## config.mk

```make
export PLATFORM = sky130hd
export DESIGN_NAME = nvm_pe_ctrl
export DESIGN_NICKNAME = d
export VERILOG_FILES = /design/src/rtl/nvm_pe_pkg.sv /design/src/rtl/nvm_pe_pump_timer.sv /design/src/rtl/nvm_pe_protect.sv /design/src/rtl/nvm_pe_ctrl_regs.sv /design/src/rtl/nvm_pe_cells.sv /design/src/rtl/nvm_pe_ctrl.sv
export SDC_FILE = /design/constraint.sdc
export NUM_CORES = 2
export LEC_CHECK = 0
export BUFFER_PORTS_ARGS = -buffer_cell sky130_fd_sc_hd__clkbuf_2
export CORE_UTILIZATION = 58
export CTS_CLUSTER_DIAMETER = 40
export DETAILED_ROUTE_END_ITERATION = 16
export MAX_ROUTING_LAYER = met4
export PLACE_DENSITY_LB_ADDON = 0.05
export SYNTH_ARGS = -nofsm -noshare
export SYNTH_HDL_FRONTEND = slang
export SYNTH_SLANG_ARGS = --single-unit
export TNS_END_PERCENT = 10
```

## constraint.sdc

```tcl
create_clock -name clk -period 5.4 [get_ports clk]
set_clock_uncertainty 0.1 [all_clocks]
set_input_delay 1.35 -clock clk [delete_from_list [all_inputs] [get_ports clk]]
set_output_delay 1.35 -clock clk [all_outputs]
set_load 0.1 [all_outputs]
```

## src/rtl/nvm_pe_pkg.sv

```systemverilog
package nvm_pe_pkg;

   localparam int NUM_REGIONS  = 4;
   localparam int BUS_AW       = 16;
   localparam int PAGE_BITS    = 12;

   // control register bit positions
   localparam int CB_ARM   = 0;
   localparam int CB_LATCH = 1;
   localparam int CB_ERASE = 2;
   localparam int CB_ROW   = 3;
   localparam int CB_BYTE  = 4;

   localparam int PB_CFG   = NUM_REGIONS;

   typedef enum logic [1:0] {
      OP_PROGRAM    = 2'd0,
      OP_BYTE_ERASE = 2'd1,
      OP_ROW_ERASE  = 2'd2,
      OP_BULK_ERASE = 2'd3
   } nvm_op_e;

   typedef struct packed {
      logic byte_m;
      logic row_m;
      logic erase_m;
   } nvm_mode_t;

   function automatic nvm_op_e mode_to_op(input nvm_mode_t m);
      if (!m.erase_m)    return OP_PROGRAM;
      else if (m.byte_m) return OP_BYTE_ERASE;
      else if (m.row_m)  return OP_ROW_ERASE;
      else               return OP_BULK_ERASE;
   endfunction

endpackage

```

## src/rtl/nvm_pe_pump_timer.sv

```systemverilog
module nvm_pe_pump_timer #(
   parameter int PUMP_CYCLES = 500000
) (
   input  logic clk,
   input  logic rst_n,
   input  logic start,
   input  logic abort,
   output logic running,
   output logic done
);
   localparam int CW = $clog2(PUMP_CYCLES + 1);

   logic [CW-1:0] cnt_q;
   logic          run_q;

   initial begin
      assert (PUMP_CYCLES >= 2) else $error("PUMP_CYCLES must be at least 2");
   end

   assign running = run_q;
   assign done    = run_q && (cnt_q == CW'(1)) && !abort;

   always_ff @(posedge clk or negedge rst_n) begin
      if (!rst_n) begin
         run_q <= 1'b0;
         cnt_q <= '0;
      end else if (start) begin
         run_q <= 1'b1;
         cnt_q <= CW'(PUMP_CYCLES);
      end else if (abort) begin
         run_q <= 1'b0;
         cnt_q <= '0;
      end else if (run_q) begin
         if (cnt_q == CW'(1)) begin
            run_q <= 1'b0;
            cnt_q <= '0;
         end else begin
            cnt_q <= cnt_q - CW'(1);
         end
      end
   end
endmodule

```

## src/rtl/nvm_pe_protect.sv

```systemverilog
module nvm_pe_protect
   import nvm_pe_pkg::*;
#(
   parameter int PROT_WINDOW = 64
) (
   input  logic                   clk,
   input  logic                   rst_n,
   input  logic                   wr,
   input  logic [NUM_REGIONS:0]   wdata,
   output logic [NUM_REGIONS:0]   prot,
   output logic                   win_open
);
   localparam int WW = $clog2(PROT_WINDOW + 1);

   logic [WW-1:0] age_q;

   initial begin
      assert (PROT_WINDOW >= 1) else $error("PROT_WINDOW must be positive");
   end

   assign win_open = (age_q < WW'(PROT_WINDOW));

   always_ff @(posedge clk or negedge rst_n) begin
      if (!rst_n) begin
         age_q <= '0;
         prot  <= '1;
      end else begin
         if (win_open) age_q <= age_q + WW'(1);
         if (wr && win_open) prot <= wdata;
      end
   end
endmodule

```

## src/rtl/nvm_pe_ctrl_regs.sv

```systemverilog
module nvm_pe_ctrl_regs
   import nvm_pe_pkg::*;
#(
   parameter int AW = 8
) (
   input  logic          clk,
   input  logic          rst_n,
   input  logic          ctrl_wr,
   input  logic [4:0]    ctrl_wdata,
   input  logic          cap_wr,
   input  logic [AW-1:0] cap_off,
   input  logic [7:0]    cap_data,
   input  logic          cap_cfg,
   input  logic          running,
   output logic          start,
   output logic          abort,
   output logic          latch,
   output nvm_mode_t     mode,
   output logic [AW-1:0] lat_off,
   output logic [7:0]    lat_data,
   output logic          lat_cfg
);
   assign start = ctrl_wr && !running && latch &&
                  ctrl_wdata[CB_ARM] && ctrl_wdata[CB_LATCH];
   assign abort = ctrl_wr && running && !ctrl_wdata[CB_ARM];

   always_ff @(posedge clk or negedge rst_n) begin
      if (!rst_n) begin
         latch    <= 1'b0;
         mode     <= '0;
         lat_off  <= '0;
         lat_data <= 8'hFF;
         lat_cfg  <= 1'b0;
      end else begin
         if (ctrl_wr && !running) begin
            latch        <= ctrl_wdata[CB_LATCH];
            mode.erase_m <= ctrl_wdata[CB_ERASE];
            mode.row_m   <= ctrl_wdata[CB_ROW];
            mode.byte_m  <= ctrl_wdata[CB_BYTE];
         end
         if (cap_wr) begin
            lat_off  <= cap_off;
            lat_data <= cap_data;
            lat_cfg  <= cap_cfg;
         end
      end
   end
endmodule

```

## src/rtl/nvm_pe_cells.sv

```systemverilog
module nvm_pe_cells
   import nvm_pe_pkg::*;
#(
   parameter int         ARRAY_BYTES = 256,
   parameter int         ROW_BYTES   = 16,
   parameter logic [7:0] CFG_INIT    = 8'h10,
   localparam int        AW          = $clog2(ARRAY_BYTES)
) (
   input  logic                 clk,
   input  logic                 commit,
   input  nvm_op_e              op,
   input  logic [AW-1:0]        lat_off,
   input  logic [7:0]           lat_data,
   input  logic                 lat_cfg,
   input  logic [NUM_REGIONS:0] prot,
   input  logic [AW-1:0]        rd_off,
   output logic [7:0]           rd_data,
   output logic [7:0]           cfg_val
);
   localparam int RW        = $clog2(ROW_BYTES);
   localparam int REG_BYTES = ARRAY_BYTES / NUM_REGIONS;

   initial begin
      assert (ROW_BYTES >= 2 && (1 << RW) == ROW_BYTES)
         else $error("ROW_BYTES must be a power of two");
      assert (REG_BYTES % ROW_BYTES == 0)
         else $error("a region must hold whole rows");
   end

   logic [7:0] cell_mem [ARRAY_BYTES];

   for (genvar g = 0; g < ARRAY_BYTES; g++) begin : g_cell
      localparam int REGI = g / REG_BYTES;
      localparam int ROWI = g / ROW_BYTES;

      logic [7:0] cell_q = 8'hFF;   // shipped erased
      logic       hit_byte, hit_row;

      assign hit_byte = (lat_off == AW'(g)) && !lat_cfg;
      assign hit_row  = (lat_off[AW-1:RW] == (AW-RW)'(ROWI)) && !lat_cfg;

      always_ff @(posedge clk) begin
         if (commit && !prot[REGI]) begin
            case (op)
               OP_PROGRAM:    if (hit_byte) cell_q <= cell_q & lat_data;
               OP_BYTE_ERASE: if (hit_byte) cell_q <= 8'hFF;
               OP_ROW_ERASE:  if (hit_row)  cell_q <= 8'hFF;
               default:                     cell_q <= 8'hFF;
            endcase
         end
      end

      assign cell_mem[g] = cell_q;
   end

   logic [7:0] cfg_q = CFG_INIT;

   always_ff @(posedge clk) begin
      if (commit && lat_cfg && !prot[PB_CFG] && op != OP_BULK_ERASE) begin
         if (op == OP_PROGRAM) cfg_q <= cfg_q & lat_data;
         else                  cfg_q <= 8'hFF;
      end
   end

   assign cfg_val = cfg_q;
   assign rd_data = cell_mem[rd_off];
endmodule

```

## src/rtl/nvm_pe_ctrl.sv

```systemverilog
module nvm_pe_ctrl
   import nvm_pe_pkg::*;
#(
   parameter int          ARRAY_BYTES = 256,
   parameter int          ROW_BYTES   = 16,
   parameter int          PUMP_CYCLES = 500000,
   parameter int          PROT_WINDOW = 64,
   parameter logic [15:0] CTRL_ADDR   = 16'h0030,
   parameter logic [15:0] PROT_ADDR   = 16'h0031,
   parameter logic [15:0] CFG_ADDR    = 16'h0032,
   parameter logic [7:0]  CFG_INIT    = 8'h10
) (
   input  logic        clk,
   input  logic        rst_n,
   input  logic [15:0] bus_addr,
   input  logic [7:0]  bus_wdata,
   input  logic        bus_we,
   output logic [7:0]  bus_rdata,
   output logic        busy,
   output logic [7:0]  cfg_live
);
   localparam int AW = $clog2(ARRAY_BYTES);

   initial begin
      assert (ARRAY_BYTES >= 2*NUM_REGIONS && ARRAY_BYTES <= (1 << (PAGE_BITS-1)))
         else $error("ARRAY_BYTES out of range");
      assert ((1 << AW) == ARRAY_BYTES) else $error("ARRAY_BYTES must be a power of two");
   end

   logic                 ctrl_hit, prot_hit, cfg_hit, reg_hit, arr_hit;
   logic                 ctrl_wr, prot_wr, cap_wr;
   logic                 start, abort, running, pump_done, latch, lat_cfg, win_open;
   nvm_mode_t            mode;
   nvm_op_e              op;
   logic [AW-1:0]        lat_off;
   logic [7:0]           lat_data, arr_rd, cfg_val;
   logic [NUM_REGIONS:0] prot;
   logic [7:0]           cfg_live_q;

   // ---------------- address decode ----------------
   assign ctrl_hit = (bus_addr == CTRL_ADDR);
   assign prot_hit = (bus_addr == PROT_ADDR);
   assign cfg_hit  = (bus_addr == CFG_ADDR);
   assign reg_hit  = ctrl_hit || prot_hit || cfg_hit;
   assign arr_hit  = !reg_hit &&
                     (bus_addr[BUS_AW-1:PAGE_BITS] == cfg_live_q[7:4]) &&
                     (bus_addr[PAGE_BITS-1:AW] == '0);

   assign ctrl_wr = bus_we && ctrl_hit;
   assign prot_wr = bus_we && prot_hit;
   assign cap_wr  = bus_we && latch && !running && (arr_hit || cfg_hit);

   // ---------------- configuration applied at reset ----------------
   always_ff @(posedge clk) begin
      if (!rst_n) cfg_live_q <= cfg_val;
   end
   assign cfg_live = cfg_live_q;

   // ---------------- sub-blocks ----------------
   nvm_pe_ctrl_regs #(.AW(AW)) u_regs (
      .clk(clk), .rst_n(rst_n),
      .ctrl_wr(ctrl_wr), .ctrl_wdata(bus_wdata[4:0]),
      .cap_wr(cap_wr), .cap_off(bus_addr[AW-1:0]), .cap_data(bus_wdata),
      .cap_cfg(cfg_hit), .running(running),
      .start(start), .abort(abort), .latch(latch), .mode(mode),
      .lat_off(lat_off), .lat_data(lat_data), .lat_cfg(lat_cfg)
   );

   nvm_pe_pump_timer #(.PUMP_CYCLES(PUMP_CYCLES)) u_pump (
      .clk(clk), .rst_n(rst_n), .start(start), .abort(abort),
      .running(running), .done(pump_done)
   );

   nvm_pe_protect #(.PROT_WINDOW(PROT_WINDOW)) u_prot (
      .clk(clk), .rst_n(rst_n), .wr(prot_wr),
      .wdata(bus_wdata[NUM_REGIONS:0]), .prot(prot), .win_open(win_open)
   );

   assign op = mode_to_op(mode);

   nvm_pe_cells #(
      .ARRAY_BYTES(ARRAY_BYTES), .ROW_BYTES(ROW_BYTES), .CFG_INIT(CFG_INIT)
   ) u_cells (
      .clk(clk), .commit(pump_done), .op(op),
      .lat_off(lat_off), .lat_data(lat_data), .lat_cfg(lat_cfg),
      .prot(prot), .rd_off(bus_addr[AW-1:0]), .rd_data(arr_rd), .cfg_val(cfg_val)
   );

   // ---------------- read mux ----------------
   always_comb begin
      bus_rdata = 8'h00;
      if (ctrl_hit)
         bus_rdata = {3'b000, mode.byte_m, mode.row_m, mode.erase_m, latch, running};
      else if (prot_hit)
         bus_rdata = 8'(prot);
      else if (cfg_hit)
         bus_rdata = cfg_val;
      else if (arr_hit)
         bus_rdata = latch ? 8'hFF : arr_rd;
   end

   assign busy = latch;
endmodule

```

==> results by group <==
Power and ir drop
  • Worst vdd ir: roughly 0.38 mV
  • Pwr dens: 337 nW/µm²
  • Leakage Power: 61.5 nW
  • Comb pwr share: 3.0%
  • Pint: about 32 mW
  • Switching share of power: 21.2%
  • Flop pwr share: between 40 and 50%
  • Clock share of power: between 50% and 60%
  • Psw: roughly 8.5 mW
  • Power consumption: 40.1 mW

Final layout
  • Fin util: just under 70%
  • Fillers: 11,800
  • Share of layout cells above drive strength 1: between 20% and 30%
  • Final instance area: around 120,000 µm²
  • Post-layout net count: around 7,000
  • Area growth from synthesis to layout: 17.2%
  • Non-Filler Instances: around 9,500

Timing
  • Fin crit period: approximately 5.9 ns
  • Slew @ Worst Pin: 1.35 ns
  • RSZ-0062 raised after global routing: true
  • Final setup fails: 8
  • Final WS setup: -0.473 ns
  • Fin crit share: 109%
  • Pins Over Slew Limit: 0
  • Slew HR: 10.0%
  • Max frequency: roughly 170 MHz
  • Final-report hold violation count: 0
  • WHS: 0.377 ns
  • Setup TNS: -3.05 ns

CTS
  • CTS Buf Count: 325
  • Worst skew pair latency: roughly 0.94 ns
  • Clk slew on worst S/H paths: 0.05 ns
  • CTS Sinks: 2,117
  • Root buf cell: clkbuf_16
  • CTS tree: done
  • H-tree depth: 5
  • Hold buffer count at CTS: 0
  • CTS max path bufs: 4

Floorplanning
  • Core Area: 174,000 µm²
  • Die area: about 180,000 µm²
  • Die Wd: 421 µm
  • Die height: between 400 and 500 µm
  • # rows: 153
  • IO Pins: 44
  • Initial Util: around 60%

Worst setup path
  • Crit path DAT: around 4.4 ns
  • Setup Crit Path Kind: input port to output port
  • Worst path required time: 3.95 ns
  • Critical Path Sink Type: output port
  • CP startpoint kind: input port
  • Crit-path max FO: 5

Run
  • Max-cap check violation count: 0

Routing
  • Vias/cell: a little under 7
  • Iteration-0 DRC Markers: about 8,700
  • Via Count: 65,400
  • Wire length per cell: approximately 31 µm
  • Drt first pass iters: 6
  • # DRC: 0
  • Post-Route WL: ~300,000 µm
  • Routed Antenna Nets: 0

Synthesis
  • Number of synthesized flops with an enable pin: 2,064
  • Syn_nets: between 6,000 and 7,000
  • Top_reg_cell synth: edfxtp_1
  • Area contributors post-synth: edfxtp_1, a21o_1, mux4_2
  • Post-Synthesis Cells: ~6,700
  • Most frequent cell after synthesis: edfxtp_1
  • Post-synth ARST share: roughly 2.5%
  • Most frequent cells after synthesis: edfxtp_1, a21o_1, mux4_2
  • Post-synthesis cell type count: 69
  • Avg Inst Size Synth: between 15 and 20 µm²
  • Synth top area share: approximately three fifths
  • Seq cells post-synth: 2,117
  • Area leader, netlist: edfxtp_1
  • Post-Syn Area: a little over 100,000 µm²
  • Seq/Total Area, Yosys: between 60% and 70%
  • Synthesis Warnings: 0

Global routing
  • Pin count of the biggest net entering global routing: approximately 220
  • Vias in the first global route: around 63,000
  • GR peak layer: met2
  • GRT met2 Usage: 50.5%
  • GRT Total Usage: a little over a third
  • First-pass GRT wire length: about 440,000 µm
  • Met3 Usage GRT: 7.12%
  • M1 GR Usage: about half
  • Initial antenna violation count: 8
  • Grt ovf: 0

Placed design
  • Global placer's final weighted congestion: 0.951
  • Input/output buffers: 43
  • Placed inst area: between 100,000 and 150,000 µm²
  • Placed cell count: 8,903
  • Worst Setup Slack post-DPL: -1.17 ns
  • Post-DP HPWL: about 190,000 µm

Min path
  • Hold Path Class: flip-flop to flip-flop

Outcome
  • Failing checks: negative setup slack
  • Status: finished, violations left
cell type report:
| class | instances | area [µm²] | share of cell area, % |
|---|---|---|---|
| Inverter | 12 | 47.5 | 0.0399 |
| Tap cell | 2325 | 2910 | 2.44 |
| Sequential cell | 2117 | 63400 | 53.2 |
| Clock inverter | 212 | 2370 | 1.99 |
| Timing Repair Buffer | 617 | 6070 | 5.10 |
| Antenna cell | 14 | 35.0 | 0.0294 |
| Multi-Input combinational cell | 3855 | 35800 | 30.1 |
| Clock buffer | 362 | 8470 | 7.11 |
flip-flops by register name, indices dropped and copies added (netlist names), 3 cells and up:
| name | count |
|---|---|
| u_regs.lat_data | 8 |
| u_cells.g_cell.cell_q | 2048 |
| u_prot.prot | 5 |
| u_cells.cfg_val | 8 |
| cfg_live | 8 |
| u_regs.mode | 3 |
| u_pump.cnt_q | 19 |
| u_prot.age_q | 7 |
| u_regs.lat_off | 8 |
placed cells by master, fill, tap and decap left out, types with 24 or more instances in the layout:
| cell type | count |
|---|---|
| nand3_1 | 24 |
| clkbuf_16 | 334 |
| clkinvlp_4 | 40 |
| clkinv_1 | 37 |
| inv_6 | 32 |
| a21o_1 | 2057 |
| clkbuf_2 | 31 |
| mux4_2 | 546 |
| clkinv_4 | 28 |
| clkbuf_1 | 27 |
| nor2_1 | 322 |
| edfxtp_1 | 2064 |
| buf_12 | 93 |
| buf_4 | 455 |
| mux2_2 | 35 |
| clkinv_2 | 32 |
| nand2_1 | 71 |
| mux2i_1 | 107 |
| a21oi_1 | 273 |
| dfrtp_1 | 39 |
| bufinv_16 | 40 |
| a22oi_1 | 32 |
| o21ai_0 | 34 |
layer usage:
metal	routed length, µm	vias to the layer above	part of all wire (%)
li1	-	27200	-
met4	13300	0	4.5
met2	136000	3231	46
met5	0	-	0
met3	29200	656	9.8
met1	120000	34300	40
final timing paths:
| kind | from | endpoint | slack [ns] | cells past startpoint |
|---|---|---|---|---|
| max | bus_addr[0] | bus_rdata[0] | -0.47 | 12 |
| min | u_prot.age_q[4] | u_prot.age_q[4] | 0.38 | 1 |
| max reg2reg | u_pump.cnt_q[9] | u_cells.g_cell[84].cell_q[2] | 0.84 | 9 |
| min reg2reg | u_prot.age_q[4] | u_prot.age_q[4] | 0.38 | 1 |
| max in group asynchronous | rst_n | u_regs.mode[0] | 4.12 | 2 |
| min in group asynchronous | rst_n | u_regs.mode[0] | 0.49 | 2 |
what timing repair did:
action / in CTS / in global routing
buffers inserted: 21 / 0
pin swaps: 18 / 4
endpoints found under the setup margin: 8 / 8
cloned: 4 / 0
resized for setup: 110 / 26
power groups by stage:
stage                     logic, mW  registers, mW  clock network (mW)
after detailed placement       1.11           18.1                   0
final                          1.20           17.8                21.1
after global routing           1.23           17.8                21.9
after global placement         1.11           18.1                   0
after CTS                      1.18           17.8                21.2
after floorplan               0.541           18.1                   0
logic make-up (layout without fill, tap and decap cells):
| group | after synthesis | after routing | share of synthesized area (%) |
|---|---|---|---|
| flops | 2117 | 2117 | 62.3 |
| xor+xnor | 18 | 18 | 0.155 |
| other cells | 0 | 14 | 0 |
| fa+ha+maj | 3 | 3 | 0.0370 |
| buf+inv | 743 | 1203 | 3.12 |
| simple gates | 573 | 573 | 2.51 |
| compound gates | 2564 | 2564 | 18.2 |
| mux | 697 | 697 | 13.6 |
worst max-delay path, cell delays in order:
cell,delay (ns)
buf_16,0.14
buf_12,0.15
mux4_2,0.53
mux2i_4,0.19
o211ai_1,0.26
buf_4,0.24
a22oi_2,0.23
a21oi_4,0.11
a2111oi_4,0.35
o311ai_4,0.23
a221o_1,0.41
buf_12,0.19
No activity file was read; power rests on OpenSTA's default activity.
